**config.mk**
```make
export PLATFORM = sky130hd
export DESIGN_NAME = clkpm_ctrl
export DESIGN_NICKNAME = d
export VERILOG_FILES = /design/src/rtl/clkpm_pkg.sv /design/src/rtl/clkpm_sync.sv /design/src/rtl/clkpm_lock_timer.sv /design/src/rtl/clkpm_out_gate.sv /design/src/rtl/clkpm_ctrl.sv
export SDC_FILE = /design/constraint.sdc
export NUM_CORES = 1
export LEC_CHECK = 0
export BUFFER_PORTS_ARGS = -buffer_cell sky130_fd_sc_hd__clkbuf_2
export CORE_ASPECT_RATIO = 0.8
export CORE_MARGIN = 4
export CORE_UTILIZATION = 40
export DETAILED_ROUTE_END_ITERATION = 16
export GPL_TIMING_DRIVEN = 0
export SYNTH_ARGS = -nofsm -noshare
export SYNTH_HDL_FRONTEND = slang
export SYNTH_SLANG_ARGS = --single-unit
```
**constraint.sdc**
```tcl
create_clock -name clk -period 4.6 [get_ports clk]
set_clock_uncertainty 0.2 [all_clocks]
set_input_delay 0.23 -clock clk [delete_from_list [all_inputs] [get_ports clk]]
set_output_delay 0.23 -clock clk [all_outputs]
set_load 0.01 [all_outputs]
```
**src/rtl/clkpm_pkg.sv**
```systemverilog
package clkpm_pkg;
  // Source code 0 selects the reference; code k selects PLL k-1.
  localparam int SRC_REF = 0;

  function automatic int src_width(input int num_pll);
    return (num_pll + 1 > 2) ? $clog2(num_pll + 1) : 1;
  endfunction
endpackage

```
**src/rtl/clkpm_sync.sv**
```systemverilog
module clkpm_sync #(
  parameter int WIDTH     = 2,
  parameter int STAGES    = 2,
  parameter bit RESET_VAL = 1'b1
) (
  input  logic             clk,
  input  logic             rst,
  input  logic [WIDTH-1:0] din,
  output logic [WIDTH-1:0] dout
);
  logic [WIDTH-1:0] stage_q [STAGES];

  always_ff @(posedge clk) begin
    if (rst) begin
      for (int s = 0; s < STAGES; s++) stage_q[s] <= {WIDTH{RESET_VAL}};
    end else begin
      stage_q[0] <= din;
      for (int s = 1; s < STAGES; s++) stage_q[s] <= stage_q[s-1];
    end
  end

  assign dout = stage_q[STAGES-1];
endmodule

```
**src/rtl/clkpm_lock_timer.sv**
```systemverilog
module clkpm_lock_timer #(
  parameter int LOCK_CYCLES = 64,
  localparam int CNT_W = $clog2(LOCK_CYCLES + 1)
) (
  input  logic clk,
  input  logic rst,
  input  logic run,
  output logic locked
);
  localparam logic [CNT_W-1:0] LOAD = CNT_W'(LOCK_CYCLES);
  logic [CNT_W-1:0] cnt_q;

  always_ff @(posedge clk) begin
    if (rst || !run) cnt_q <= LOAD;
    else if (cnt_q != '0) cnt_q <= cnt_q - 1'b1;
  end

  assign locked = run && (cnt_q == '0);


  lock_wait_chk: assert property (@(posedge clk) disable iff (rst)
    $rose(run) |-> !locked);
endmodule

```
**src/rtl/clkpm_out_gate.sv**
```systemverilog
module clkpm_out_gate #(
  parameter int NUM_PLL = 3,
  parameter int SRC_W   = 2
) (
  input  logic               clk,
  input  logic               rst,
  input  logic               shdn_act,
  input  logic               susp_act,
  input  logic               out_mask,
  input  logic [SRC_W-1:0]   src,
  input  logic [NUM_PLL-1:0] pll_susp,
  input  logic [NUM_PLL-1:0] pll_locked,
  input  logic               ref_ok,
  input  logic               raw,
  output logic               oe,
  output logic               pad
);
  logic src_valid;
  logic src_susp;

  always_comb begin
    src_valid = (src == SRC_W'(clkpm_pkg::SRC_REF)) ? ref_ok : 1'b0;
    src_susp  = 1'b0;
    for (int p = 0; p < NUM_PLL; p++) begin
      if (src == SRC_W'(p + 1)) begin
        src_valid = pll_locked[p];
        src_susp  = pll_susp[p];
      end
    end
  end

  always_ff @(posedge clk) begin
    if (rst) oe <= 1'b0;
    else     oe <= !shdn_act && !(susp_act && (out_mask || src_susp)) && src_valid;
  end

  assign pad = oe & raw;
endmodule

```
**src/rtl/clkpm_ctrl.sv**
```systemverilog
module clkpm_ctrl #(
  parameter int NUM_PLL     = 3,
  parameter int NUM_OUT     = 6,
  parameter int LOCK_CYCLES = 64,
  localparam int SRC_W = clkpm_pkg::src_width(NUM_PLL)
) (
  input  logic                     clk,
  input  logic                     rst,
  input  logic                     shdn_oe_n,
  input  logic                     susp_n,
  input  logic                     cfg_shdn_en,
  input  logic                     cfg_susp_en,
  input  logic [NUM_PLL-1:0]       cfg_pll_susp,
  input  logic [NUM_OUT-1:0]       cfg_out_susp,
  input  logic [NUM_OUT*SRC_W-1:0] cfg_out_src,
  input  logic [NUM_OUT-1:0]       out_raw,
  output logic [NUM_PLL-1:0]       pll_en,
  output logic                     ref_en,
  output logic [NUM_OUT-1:0]       out_oe,
  output logic [NUM_OUT-1:0]       out_pad,
  output logic                     relock_pulse
);
  logic [1:0]         pins_s;
  logic               shdn_act, shdn_full, susp_act, shdn_full_q;
  logic [NUM_PLL-1:0] pll_run, pll_locked;

  clkpm_sync #(.WIDTH(2), .STAGES(2), .RESET_VAL(1'b1)) u_sync (
    .clk(clk), .rst(rst), .din({susp_n, shdn_oe_n}), .dout(pins_s));

  assign shdn_act  = !pins_s[0];
  assign shdn_full = shdn_act && cfg_shdn_en;
  assign susp_act  = cfg_susp_en && !pins_s[1];

  genvar p, o;
  generate
    for (p = 0; p < NUM_PLL; p++) begin : g_pll
      assign pll_run[p] = !shdn_full && !(susp_act && cfg_pll_susp[p]);
      clkpm_lock_timer #(.LOCK_CYCLES(LOCK_CYCLES)) u_lock (
        .clk(clk), .rst(rst), .run(pll_run[p]), .locked(pll_locked[p]));
    end

    for (o = 0; o < NUM_OUT; o++) begin : g_out
      clkpm_out_gate #(.NUM_PLL(NUM_PLL), .SRC_W(SRC_W)) u_gate (
        .clk(clk), .rst(rst), .shdn_act(shdn_act), .susp_act(susp_act),
        .out_mask(cfg_out_susp[o]), .src(cfg_out_src[o*SRC_W +: SRC_W]),
        .pll_susp(susp_act ? cfg_pll_susp : '0), .pll_locked(pll_locked),
        .ref_ok(!shdn_full), .raw(out_raw[o]), .oe(out_oe[o]), .pad(out_pad[o]));
    end
  endgenerate

  always_ff @(posedge clk) begin
    if (rst) begin
      pll_en       <= '0;
      ref_en       <= 1'b0;
      shdn_full_q  <= 1'b0;
      relock_pulse <= 1'b0;
    end else begin
      pll_en       <= pll_run;
      ref_en       <= !shdn_full;
      shdn_full_q  <= shdn_full;
      relock_pulse <= shdn_full_q && !shdn_full;
    end
  end


  shdn_full_chk: assert property (@(posedge clk) disable iff (rst)
    shdn_full |=> (pll_en == '0 && !ref_en));


  ref_oe_chk: assert property (@(posedge clk) disable iff (rst)
    !ref_en |-> (out_oe == '0));


  relock_once_chk: assert property (@(posedge clk) disable iff (rst)
    relock_pulse |=> !relock_pulse);

  generate
    for (o = 0; o < NUM_OUT; o++) begin : g_chk_o
      for (p = 0; p < NUM_PLL; p++) begin : g_chk_p

        src_off_chk: assert property (@(posedge clk) disable iff (rst)
          (out_oe[o] && cfg_out_src[o*SRC_W +: SRC_W] == SRC_W'(p + 1)) |-> pll_en[p]);
      end
    end
  endgenerate
endmodule

```
Word level (Yosys, flattened, before mapping)
Memory sizes are Yosys's and may differ from the RTL's.
Cells that the tools add are included.
Widths: inputs -> output; s select.
{"block": "totals", "input_bits": 33, "latchBits": 0, "ram_bits": 4, "output_inout_bits": 17, "elab_cells": 157, "mem_bits_ro": 0, "register_bits": 33, "n_memories": 1}
{"memory": "u_sync.stage_q", "words": 2, "width": 2, "read_ports": 2, "rd_ports_with_merged_regs": 0, "write_ports": 2, "line_no": "clkpm_sync.sv:11", "rtl": "logic [WIDTH-1:0] stage_q [STAGES];"}
{"block": "classes", "n_bitwise": 8, "n_mul": 0, "order_cmp": 0, "addsub": 3, "n_div": 0, "n_mux": 48, "n_eq_ne": 18, "shift": 0, "reduce_logical": 66}
{"op": "$mux 1", "count": 45}
{"op": "$logic_and 1x1->1", "count": 30}
{"op": "$eq 2x2->1 const B", "count": 12}
{"op": "$logic_not 7->1", "count": 3}
{"op": "$reduce_bool 7->1", "count": 3}
{"op": "$sub 7x1->7 const B", "count": 3}
{"op": "$logic_not 1->1", "count": 15}
{"op": "$eq 2x1->1 const B", "count": 6}
{"op": "$logic_not 2->1", "count": 6}
{"op": "$logic_or 1x1->1", "count": 9}
{"op": "$and 1x1->1", "count": 6}
{"op": "$mux 2", "count": 2}
{"op": "$mux 3", "count": 1}
{"op": "$or 1x1->1", "count": 2}

Logic depth before layout (Yosys ltp)
Gate-level depths: netlist of the first run.
{"block": "logic_depth", "depth_word": 11, "depth_mapped": 6}

By module
A second synthesis of the first run with hierarchy kept.
{"block": "unflattened", "hier_cells": 220, "area_unflattened_um2": 2003.2}
{"mod": "clkpm_lock_timer", "cells_each": 38, "area_each_um2": 342.8, "n_inst": 3, "seq_area_each_um2": 140.1}
{"mod": "clkpm_out_gate", "cells_each": 12, "area_each_um2": 97.6, "n_inst": 6, "seq_area_each_um2": 20.0}
{"mod": "clkpm_ctrl", "cells_each": 24, "area_each_um2": 269.0, "n_inst": 1, "seq_area_each_um2": 120.1}
{"mod": "clkpm_sync", "cells_each": 10, "area_each_um2": 120.1, "n_inst": 1, "seq_area_each_um2": 80.1}

Worst setup path before layout of the first run
No wires, ideal clock.
{"block": "synth_timing", "path_kind": "register to register", "from": "register g_pll[1].u_lock.cnt_q[0]", "to": "register g_out[0].u_gate.oe", "stages_incl_launch_ff": 7, "path_buffers": 0, "required_ns": 4.342, "path_slack_ns": 3.108, "arrival_ns": 1.233, "synth_period_minus_slack_ns": 1.492, "setup_ns": 0.058, "path_cell_list": "dfxtp_1 > inv_1 > ha_1 > nor2b_1 > nand4_4 > o221ai_1 > o211a_1"}
{"block": "synth_via", "elab_chain_len": 5}
{"element": "from (decl)", "line_no": "clkpm_lock_timer.sv:11", "rtl": "logic [CNT_W-1:0] cnt_q;"}
{"element": "from (signal assigned)", "line_no": "clkpm_lock_timer.sv:15", "rtl": "else if (cnt_q != '0) cnt_q <= cnt_q - 1'b1;"}
{"element": "$logic_not 7->1", "line_no": "clkpm_lock_timer.sv:18", "rtl": "assign locked = run && (cnt_q == '0);"}
{"element": "$logic_and 1x1->1", "line_no": "clkpm_lock_timer.sv:18"}
{"element": "$mux 1 (2 in series)", "line_no": "clkpm_out_gate.sv:25", "rtl": "if (src == SRC_W'(p + 1)) begin"}
{"element": "$logic_and 1x1->1", "line_no": "clkpm_out_gate.sv:34", "rtl": "else oe <= !shdn_act && !(susp_act && (out_mask || src_susp)) && src_valid;"}
{"element": "to (signal assigned)", "line_no": "clkpm_out_gate.sv:34"}
{"element": "to (decl)", "line_no": "clkpm_out_gate.sv:15", "rtl": "output logic oe,"}
No other way between the ends.
A chain may end at the register's enable or synchronous reset.

Worst setup path after layout of the first run
{"block": "layout_timing", "from": "input port rst", "to": "register g_pll[1].u_lock.cnt_q[4]"}
{"block": "layout_via", "elab_chain_len": 1}
{"element": "from (decl)", "line_no": "clkpm_ctrl.sv:8", "rtl": "input logic rst,"}
{"element": "$logic_or 1x1->1", "line_no": "clkpm_lock_timer.sv:14", "rtl": "if (rst || !run) cnt_q <= LOAD;"}
No other way between the ends.

==> results.tsv, run 1 <==
stage	metric	value	unit
outcome	status	finished clean	
final_layout	seqCellArea	741	µm²
final_layout	num_antenna_cells	0	
yosys	synth-seq-cells	37	
hold_path	min_path_type	input pin to flip-flop	
final_layout	drive_gt1_share	30.5	%
timing	tightest_slew	321	ps
clock_tree	cts_buffers	5	
pwr	netSwitchingFraction	35.6	%
clock_tree	cts_setup_buffers	0	
placement	gp_congestion	0.773	
route	vias	1501	
floorplan	coreArea	4260	µm²
timing	worst_slack	2920	ps
clock_tree	clk_pin_slew	70	ps
placement	dp_hpwl	2720	µm
floorplan	die_x	83.0	µm
worst_setup_path	cp_data_required_time	4620	ps
yosys	synth_fp_nets	241	
timing	slew_headroom	78.4	%
clock_tree	cts_tree	done	
floorplan	die_area	5650	µm²
clock_tree	insertion_delay	290	ps
yosys	synth_top_area_share	41.1	%
clock_tree	root_buffer	clkbuf_8	
timing	finalSetupTns	0	ps
timing	final_max_slew_viol_count	0	
yosys	synth_top_cell_by_area	dfxtp_1	
timing	setup_viol	0	
placement	place_area	2120	µm²
grt	grt_pass1_vias	1379	
pwr	p_sw	0.000404	W
clock_tree	post_cts_resized	0	
yosys	ys_types	32	
pwr	irDropWorstVdd	0.339	mV
yosys	synth_area	1800	µm²
route	wire_per_inst	11.2	µm
timing	min_period_over_period	36.5	%
pwr	p_leak	1.10	nW
route	dr.pass1.iters	4	
floorplan	initial_core_util	42.3	%
timing	hold_violations	0	
worst_setup_path	end_kind	flip-flop	
yosys	yosysSeqAreaShare	41.1	%
pwr	total_power	0.00113	W
yosys	avgSynthCellArea	8.91	µm²
final_layout	final_cell_mix	clkbuf_2 (49), dfxtp_1 (37), nor2_1 (33)	
grt	grt_first_pass_wirelength	6200	µm
yosys	yosys_warnings	0	
grt	grt_usage	13.8	%
clock_tree	cts_max_level	2	
worst_setup_path	critPathKind	input pin to flip-flop	
yosys	ys.flop_type	dfxtp_1	
final_layout	final_common_cell	clkbuf_2	
pwr	power_frac_comb	37.1	%
placement	place_ws	2940	ps
route	ant_nets	0	
final_layout	finish.utilization	52.4	%
worst_setup_path	crit_path_start_kind	input pin	
final_layout	num-fill-cells	411	
worst_setup_path	cp.arrival	1690	ps
pwr	pwr_density_cell	508	nW/µm²
floorplan	rows	21	
floorplan	pin_count	50	
pwr	intPower	0.000729	W
floorplan	die_h	68.0	µm
final_layout	syn_to_final_growth	23.8	%
pwr	power.share.clock	18.9	%
route	viasPerCell	4.71	
yosys	syn-instance-count	202	
worst_setup_path	cp_max_fo	7	
final_layout	multi_input_area	931	µm²
yosys	synth.area.top_cells	dfxtp_1 (41%), nor2_1 (6.9%), buf_4 (5.0%), xnor2_1 (4.9%), nand2_1 (4.6%)	
final_layout	post-route-cell-area	2230	µm²
pwr	seqPwrFrac	44.0	%
placement	place.port_buffers	49	
grt	grt-ovfl-total	0	
grt	grt_max_degree	12	
clock_tree	clock-sinks	37	
route	drcViolationCount	0	
final_layout	nets	300	
clock_tree	cts.path.max_buffers	2	
job	max-cap-violations	0	
timing	fmax	0.596	GHz
timing	rsz0062_at_grt	no	
yosys	synth-edff-count	0	
yosys	async_reset_ff_share	0	%
grt	antenna_found_initial	0	
route	drt_iter0_markers	69	
route	wl	3570	µm
timing	period_minus_slack	1680	ps
[power by group through the flow]
| stage | registers [W] | clock network (W) | logic, W |
|---|---|---|---|
| after detailed placement | 0.000505 | 0 | 0.000420 |
| after global routing | 0.000512 | 0.000240 | 0.000487 |
| after floorplan | 0.000491 | 0 | 0.000345 |
| final | 0.000498 | 0.000214 | 0.000421 |
| after global placement | 0.000504 | 0 | 0.000414 |
| after CTS | 0.000499 | 0.000225 | 0.000426 |
[logic make-up (layout without fill, tap and decap cells)]
kind of cell / after synthesis / count (layout) / synth area share [%]
buf+inv: 22 / 82 / 7.16
flops: 37 / 37 / 41.1
simple gates: 98 / 98 / 29.7
xor+xnor: 13 / 13 / 6.32
fa+ha+maj: 6 / 6 / 4.17
compound gates: 26 / 26 / 11.5
[cells in the mapped netlist, types with 6 or more instances]
cell type and n:
nand2_1 22, and2_1 7, dfxtp_1 37, a31oi_1 6, xnor2_1 10, o221ai_1 6, o211a_1 6, buf_4 12
nand3_1 8, inv_1 9, ha_1 6, nor2_1 33
[stage by stage]
step                std cells  hold slack, ps
detailed placement        308             194
finish                    319            24.4
floorplan                 202             102
CTS                       319            12.0
global route              319            27.3
global placement          308             193
[critical path: stages]
cell           delay (ps)
dlygate4sd3_1         530
clkbuf_2              150
nor2_1                260
nand2_1               160
inv_1                 120
nand2_1               120
nor2_1                130
[sequential cells by signal, summed over array words and instances (netlist names)]
| signal | flops |
|---|---|
| pll_en | 3 |
| shdn_full_q | 1 |
| ref_en | 1 |
| g_pll.u_lock.cnt_q | 21 |
| relock_pulse | 1 |
| g_out.u_gate.oe | 6 |
| u_sync.stage_q | 4 |
[area by class of cell]
type / count / share of cell area, %
sequential: 37 / 33.2
buffer: 13 / 4.26
inverter: 9 / 1.52
clock inverter: 2 / 0.449
clock buffer: 6 / 3.25
multi-input combinational: 143 / 41.8
timing repair buffer: 52 / 12.3
tap: 57 / 3.20
[routing by layer]
metal | GRT usage (%) | up-vias | part of all wire [%]
li1 | - | 800 | -
met1 | 17.9 | 661 | 50
met2 | 21.3 | 33 | 43
met3 | 4.69 | 7 | 5.8
met4 | 5.92 | 0 | 1.3
met5 | 0 | - | 0
[path summary, 6_finish.rpt]
path                                          from                               endpoint  slack, ps  cells past startpoint
max                                            rst  g_pll[1].u_lock.cnt_q[4]$_SDFFE_PP0P_       2920                      7
min                                cfg_out_src[11]          g_out[5].u_gate.oe$_SDFF_PP0_         20                      2
max reg2reg  g_pll[0].u_lock.cnt_q[0]$_SDFFE_PP0P_          g_out[1].u_gate.oe$_SDFF_PP0_       2950                      6
min reg2reg        u_sync.stage_q[0][1]$_SDFF_PP1_        u_sync.stage_q[0][3]$_SDFF_PP1_        200                      1
[timing repair]
action | 4_1_cts | 5_1_grt
endpoints found under the hold margin | 3 | 0
endpoints found under the setup margin | 0 | 0
hold buffers | 3 | 0
No activity file was read; power rests on OpenSTA's default activity.
==> run 2, diff against run 1 <==
==> constraint.sdc (replaced) <==
create_clock -name clk -period 1.6 [get_ports clk]
set_clock_uncertainty 0.2 [all_clocks]
set_input_delay 0.08 -clock clk [delete_from_list [all_inputs] [get_ports clk]]
set_output_delay 0.08 -clock clk [all_outputs]
set_load 0.01 [all_outputs]
==> run 2 against run 1 <==
Effect of this change:
- sequential power increased to 3.0 times the previous value
- clock-buffer cell count unchanged
- hold slack lost 4.5 ps
- largest cell class unchanged
- highest routed layer unchanged
==> results.tsv, run 2 (synthesis results as in run 1) <==
stage	metric	value	unit	change
outcome	status	finished clean		
clock_tree	insertion_delay	290	ps	about the same
final_layout	drive_gt1_share	35.9	%	+5.4 points
final_layout	seqCellArea	751	µm²	+1.4%
worst_setup_path	critPathKind	flip-flop to flip-flop		
grt	grt_usage	14.9	%	+1.1 points
final_layout	final_common_cell	clkbuf_2		
final_layout	largestRegisters	g_pll.u_lock.cnt_q (21), g_out.u_gate.oe (6), u_sync.stage_q (4)		
clock_tree	clock-sinks	37		unchanged
worst_setup_path	cp_max_fo	6		-1
floorplan	pin_count	50		unchanged
grt	grt_first_pass_wirelength	6690	µm	+7.9%
grt	top_usage_layer	met2		
clock_tree	cts_tree	done		
worst_setup_path	end_kind	flip-flop		
placement	dp_hpwl	2720	µm	unchanged
grt	antenna_found_initial	0		unchanged
floorplan	rows	21		unchanged
final_layout	num-fill-cells	369		-10%
floorplan	coreArea	4260	µm²	unchanged
route	vias	1616		+7.7%
clock_tree	cts.path.max_buffers	2		unchanged
final_layout	multi_input_area	1010	µm²	+8.9%
route	wire_per_inst	11.6	µm	+3.5%
grt	grt_use_met1	19.5	%	+1.7 points
final_layout	nets	325		+8.3%
timing	fmax	0.629	GHz	
route	drt_iter0_markers	91		+32%
worst_setup_path	cp_data_required_time	1640	ps	-2980 ps
final_layout	syn_to_final_growth	42.3	%	
timing	min_period_over_period	99.4	%	
route	drcViolationCount	0		unchanged
timing	final_max_slew_viol_count	0		unchanged
worst_setup_path	crit_path_start_kind	flip-flop		
placement	place_area	2120	µm²	unchanged
timing	hold_violations	0		unchanged
timing	rsz0062_at_grt	yes		
timing	finalSetupTns	0	ps	unchanged
placement	gp_congestion	0.773		unchanged
hold_path	min_path_type	input pin to flip-flop		
clock_tree	clk_pin_slew	70	ps	about the same
route	ant_nets	0		unchanged
route	viasPerCell	4.70		-0.16%
final_layout	layoutNonFillerInstCount	344		+7.8%
pwr	total_power	0.00352	W	+210%
final_layout	largest_register	g_pll.u_lock.cnt_q		
final_layout	largest_reg_flops	21		unchanged
floorplan	die_area	5650	µm²	unchanged
grt	use_met2	23.1	%	+1.8 points
timing	slew_headroom	76.5	%	-1.9 points
pwr	p_leak	1.22	nW	+12%
pwr	irDropWorstVdd	1.00	mV	+200%
floorplan	initial_core_util	42.3	%	unchanged
grt	grt_use_met3	4.81	%	+0.12 points
timing	period_minus_slack	1590	ps	
placement	dpl.cell_count	308		unchanged
grt	grt_pass1_vias	1449		+5.1%
floorplan	die_x	83.0	µm	unchanged
grt	grt_max_degree	12		unchanged
final_layout	final_cell_mix	clkbuf_2 (49), nor2_1 (32), dfxtp_1 (31)		
clock_tree	cts_buffers	5		unchanged
timing	tightest_slew	349	ps	+27.8 ps
worst_setup_path	cp.arrival	1630	ps	-60 ps
floorplan	die_h	68.0	µm	unchanged
timing	setup_viol	0		unchanged
pwr	pwr_density_cell	1380	nW/µm²	+170%
job	max-cap-violations	0		unchanged
route	wl	3980	µm	+12%
final_layout	num_antenna_cells	0		unchanged
final_layout	post-route-cell-area	2560	µm²	+15%
grt	grt-ovfl-total	0		unchanged
clock_tree	cts_max_level	2		unchanged
route	dr.pass1.iters	4		unchanged
clock_tree	root_buffer	clkbuf_8		
placement	place.port_buffers	49		unchanged
-- run 2: metal layers --
layer	vias to the layer above	part of all wire, %
li1	849	-
met1	723	48
met2	37	46
met3	7	5.0
met4	0	1.2
met5	-	0
-- run 2: repair_timing --
item | CTS | global route
buffers inserted | 1 | 2
hold buffers | 24 | 0
pin swaps | 2 | 8
gates cloned | 0 | 1
setup endpoints to repair | 6 | 25
hold endpoints to repair | 12 | 0
gates resized for setup | 1 | 25
-- run 2: through the flow --
step / hold WS [ps] / utilization (%) / setup WS, ps
finish: 19.9 / 60.2 / 9.05
floorplan: -47.6 / - / 108
global route: 18.8 / 60.2 / -74.1
global placement: 64.1 / 49.7 / -54.8
detailed placement: 64.7 / 49.7 / -59.9
CTS: -27.9 / 57.6 / 1.01
-- run 2: final timing paths --
check / start / end / slack [ps] / cells past startpoint
setup / recovery: g_pll[1].u_lock.cnt_q[5]$_SDFFE_PP0P_ / g_out[4].u_gate.oe$_SDFF_PP0_ / 9 / 4
setup reg to reg: g_pll[1].u_lock.cnt_q[5]$_SDFFE_PP0P_ / g_out[4].u_gate.oe$_SDFF_PP0_ / 9 / 4
hold reg to reg: u_sync.stage_q[0][1]$_SDFF_PP1_ / u_sync.stage_q[0][3]$_SDFF_PP1_ / 200 / 1
hold / removal: cfg_pll_susp[0] / g_pll[0].u_lock.cnt_q[0]$_SDFFE_PP0P_ / 20 / 4
-- run 2: power by group --
group	internal, W	switching, W
combinational	0.000771	0.000653
clock	0.000302	0.000321
sequential	0.00119	0.000291
total	0.00226	0.00126
-- run 2: area by class of cell --
class / count / share of cell area (%)
sequential: 37 / 29.3
inverter: 9 / 1.32
clock inverter: 2 / 0.391
clock buffer: 6 / 2.83
timing repair buffer: 76 / 20.0
tap: 57 / 2.78
multi-input combinational: 144 / 39.6
buffer: 13 / 3.81
-- run 2: critical path: stages (launching register included) --
cell and delay, ps:
dfxtp_2 340, nor4_4 370, nand4_4 230, o221ai_2 230, o211a_1 160
==> run 3, diff against run 2 <==
--- a/config.mk
+++ b/config.mk
@@ -5,12 +5,14 @@
 export SDC_FILE = /design/constraint.sdc
 export NUM_CORES = 1
 export LEC_CHECK = 0
+export ABC_AREA = 1
 export BUFFER_PORTS_ARGS = -buffer_cell sky130_fd_sc_hd__clkbuf_2
 export CORE_ASPECT_RATIO = 0.8
 export CORE_MARGIN = 4
 export CORE_UTILIZATION = 40
 export DETAILED_ROUTE_END_ITERATION = 16
 export GPL_TIMING_DRIVEN = 0
+export PLACE_DENSITY = 0.62
 export SYNTH_ARGS = -nofsm -noshare
 export SYNTH_HDL_FRONTEND = slang
 export SYNTH_SLANG_ARGS = --single-unit
==> run 3 against run 2 <==
Effect of this change:
- sequential cell count unchanged
- combinational power down 3%
- sequential power down 9%
- register-to-register slack better by 90 ps
- non-clock buffer count up 1
- critical path depth unchanged
- area after synthesis up 9.5%
- cell area up 5.2%
- cell count up 22%
- maximum frequency up 3.9%
- critical endpoint is now u_sync.stage_q[0][1]$_SDFF_PP1_
- largest power group is now combinational cells
==> results.tsv, run 3 <==
stage	metric	value	unit	change
outcome	status	finished clean		
final_layout	drive_gt1_share	30.4	%	-5.5 points
worst_setup_path	critPathKind	input pin to flip-flop		
floorplan	die_area	6120	µm²	+8.5%
route	drcViolationCount	0		unchanged
floorplan	initial_core_util	42.1	%	-0.16 points
clock_tree	insertion_delay	280	ps	about the same
yosys	synth-edff-count	0		unchanged
yosys	ys_types	24		-25%
final_layout	layoutNonFillerInstCount	419		+22%
final_layout	syn_to_final_growth	36.6	%	
pwr	pwr_density_cell	1250	nW/µm²	-9.5%
clock_tree	cts_buffers	5		unchanged
clock_tree	clk_pin_slew	80	ps	about the same
timing	tightest_slew	499	ps	+150 ps
yosys	yosysSeqAreaShare	37.6	%	-3.6 points
grt	grt_pass1_vias	1661		+15%
yosys	synthTopCellsByCount	nand2_1 (65), dfxtp_1 (37), inv_1 (36)		
yosys	yosysMostFrequentCell	nand2_1		
grt	antenna_found_initial	0		unchanged
grt	grt-ovfl-total	0		unchanged
placement	place_ws	70.1	ps	+130 ps
timing	slew_headroom	66.6	%	-9.9 points
final_layout	post-route-cell-area	2690	µm²	+5.2%
yosys	synth-seq-cells	37		unchanged
yosys	synth.area.top_cells	dfxtp_1 (38%), nand2_1 (12%), inv_1 (6.9%), nor2_1 (5.7%), buf_4 (5.3%)		
final_layout	final_common_cell	nand2_1		
floorplan	die_h	70.8	µm	+4.1%
clock_tree	cts.path.max_buffers	2		unchanged
final_layout	largest_reg_flops	21		unchanged
yosys	synth_top_area_share	37.6	%	-3.6 points
floorplan	rows	22		+4.8%
final_layout	num-fill-cells	466		+26%
pwr	p_leak	1.43	nW	+17%
yosys	synth_top_cell_by_area	dfxtp_1		
yosys	synth_area	1970	µm²	+9.5%
yosys	syn-instance-count	273		+35%
worst_setup_path	critPathSlowestCell	dlygate4sd3_1		
timing	final_max_slew_viol_count	0		unchanged
worst_setup_path	crit_path_start_kind	input pin		
timing	min_period_over_period	95.7	%	-3.7 points
grt	grt_first_pass_wirelength	7200	µm	+7.7%
worst_setup_path	path_common_cell	dlygate4sd3_1		
route	wire_per_inst	10.8	µm	-6.9%
timing	setup_viol	0		unchanged
placement	dpl.cell_count	382		+24%
final_layout	largestRegisters	g_pll.u_lock.cnt_q (21), g_out.u_gate.oe (6), u_sync.stage_q (4)		
final_layout	finish.utilization	57.6	%	-2.6 points
route	ant_nets	0		unchanged
hold_path	min_path_type	input pin to flip-flop		
final_layout	nets	397		+22%
floorplan	die_x	86.5	µm	+4.2%
placement	place_area	2290	µm²	+8.3%
placement	gp_congestion	0.765		-1.0%
clock_tree	cts_tree	done		
clock_tree	clock-sinks	37		unchanged
clock_tree	root_buffer	clkbuf_8		
worst_setup_path	cp_max_fo	1		-5
final_layout	final_cell_mix	nand2_1 (63), clkbuf_2 (49), dfxtp_1 (36)		
route	drt_iter0_markers	80		-12%
route	viasPerCell	4.41		-6.2%
placement	dp_hpwl	3030	µm	+11%
placement	place.port_buffers	49		unchanged
route	wl	4520	µm	+13%
worst_setup_path	end_kind	flip-flop		
clock_tree	cts_max_level	2		unchanged
worst_setup_path	cp.arrival	1510	ps	-120 ps
timing	fmax	0.653	GHz	+3.9%
grt	grt_usage	14.8	%	-0.12 points
worst_setup_path	crit_chain	dlygate4sd3_1 -> clkbuf_2 -> or2_2 -> dlygate4sd3_1		
yosys	async_reset_ff_share	0	%	unchanged
worst_setup_path	cp_data_required_time	1580	ps	-60 ps
final_layout	largest_register	g_pll.u_lock.cnt_q		
yosys	avgSynthCellArea	7.22	µm²	-19%
yosys	yosys_warnings	0		unchanged
floorplan	pin_count	50		unchanged
route	dr.pass1.iters	4		unchanged
yosys	synth_fp_nets	312		+29%
job	max-cap-violations	0		unchanged
timing	period_minus_slack	1530	ps	-60.0 ps
pwr	irDropWorstVdd	0.883	mV	-12%
floorplan	coreArea	4680	µm²	+9.9%
worst_setup_path	max_stage_delay	540	ps	+170 ps
route	vias	1847		+14%
worst_setup_path	crit_family	buffers and inverters		
yosys	ys.flop_type	dfxtp_1		
timing	finalSetupTns	0	ps	unchanged
timing	hold_violations	0		unchanged
timing	worst_slack	69.0	ps	+60.0 ps
worst_setup_path	path_buf_inv	3		+3
final_layout	num_antenna_cells	0		unchanged
grt	grt_max_degree	13		+1
run 3: cell types whose count changed in the layout (fill, tap and decap cells not counted), sizes merged, moves of 7 or more:
cell	before	now
a21oi	2	9
and2	7	0
inv	9	40
nand2	22	70
nand3	8	22
xnor2	10	3
run 3: logic make-up (layout without fill, tap and decap cells):
family / Yosys count / after routing / synth area share, %
and+or+nand+nor: 144 / 146 / 34.4
buffers and inverters: 54 / 138 / 12.9
DFF: 37 / 37 / 37.6
AOI/OAI and AO/OA: 21 / 21 / 6.41
xor gates and xnor gates: 11 / 11 / 4.89
adders and majority gates: 6 / 6 / 3.81
run 3: through the flow:
stage,total power [W],hold WS [ps]
final,0.00335,38.1
after global routing,0.00363,64.4
after CTS,0.00330,31.9
after detailed placement,0.00259,64.3
after global placement,0.00257,62.9
after floorplan,0.00234,-47.6
run 3: path summary, 6_finish.rpt:
| check | startpoint | slack, ps | end | depth (start not counted) |
|---|---|---|---|---|
| max | susp_n | 70 | u_sync.stage_q[0][1]$_SDFF_PP1_ | 4 |
| min | cfg_susp_en | 40 | g_pll[0].u_lock.cnt_q[0]$_SDFFE_PP0P_ | 4 |
| max reg2reg | g_pll[2].u_lock.cnt_q[0]$_SDFFE_PP0P_ | 100 | g_pll[2].u_lock.cnt_q[3]$_SDFFE_PP0P_ | 7 |
| min reg2reg | u_sync.stage_q[0][1]$_SDFF_PP1_ | 210 | u_sync.stage_q[0][3]$_SDFF_PP1_ | 1 |
run 3: metal layers:
layer  wire [µm]  track usage (%)  share of wire (%)
met1        2230             19.7                 49
met2        1940             22.8                 43
met3         247             3.03                5.5
met4         100             6.92                2.2
met5           0                0                  0
run 3: report_power, final:
| group | switching, W | total [W] | internal, W | leakage (nW) |
|---|---|---|---|---|
| registers | 0.000182 | 0.00134 | 0.00116 | 0.307 |
| logic | 0.000788 | 0.00138 | 0.000587 | 1.08 |
| clock network | 0.000341 | 0.000642 | 0.000301 | 0.0439 |
run 3: area by class of cell:
cell class                 instances  area [µm²]  area share [%]
multi-input combinational        184        1020            37.9
tap                               60        75.1            2.79
buffer                            14         109            4.04
clock inverter                     3        17.5           0.650
clock buffer                       5        68.8            2.55
timing repair buffer              76         510            19.0
sequential                        37         742            27.5
inverter                          40         150            5.57
run 3: what timing repair did:
| item | in CTS | in global routing |
|---|---|---|
| endpoints found under the setup margin | 0 | 17 |
| gates resized for setup | 0 | 10 |
| setup buffers | 0 | 0 |
| endpoints found under the hold margin | 17 | 1 |
| hold buffers | 26 | 1 |
run 3: worst register-to-register path, stage by stage (launching register included):
cell	delay, ps
dfxtp_1	330
inv_1	90
ha_1	240
nand2_2	160
nor2_4	70
nor2_1	150
inv_1	90
a21oi_1	110
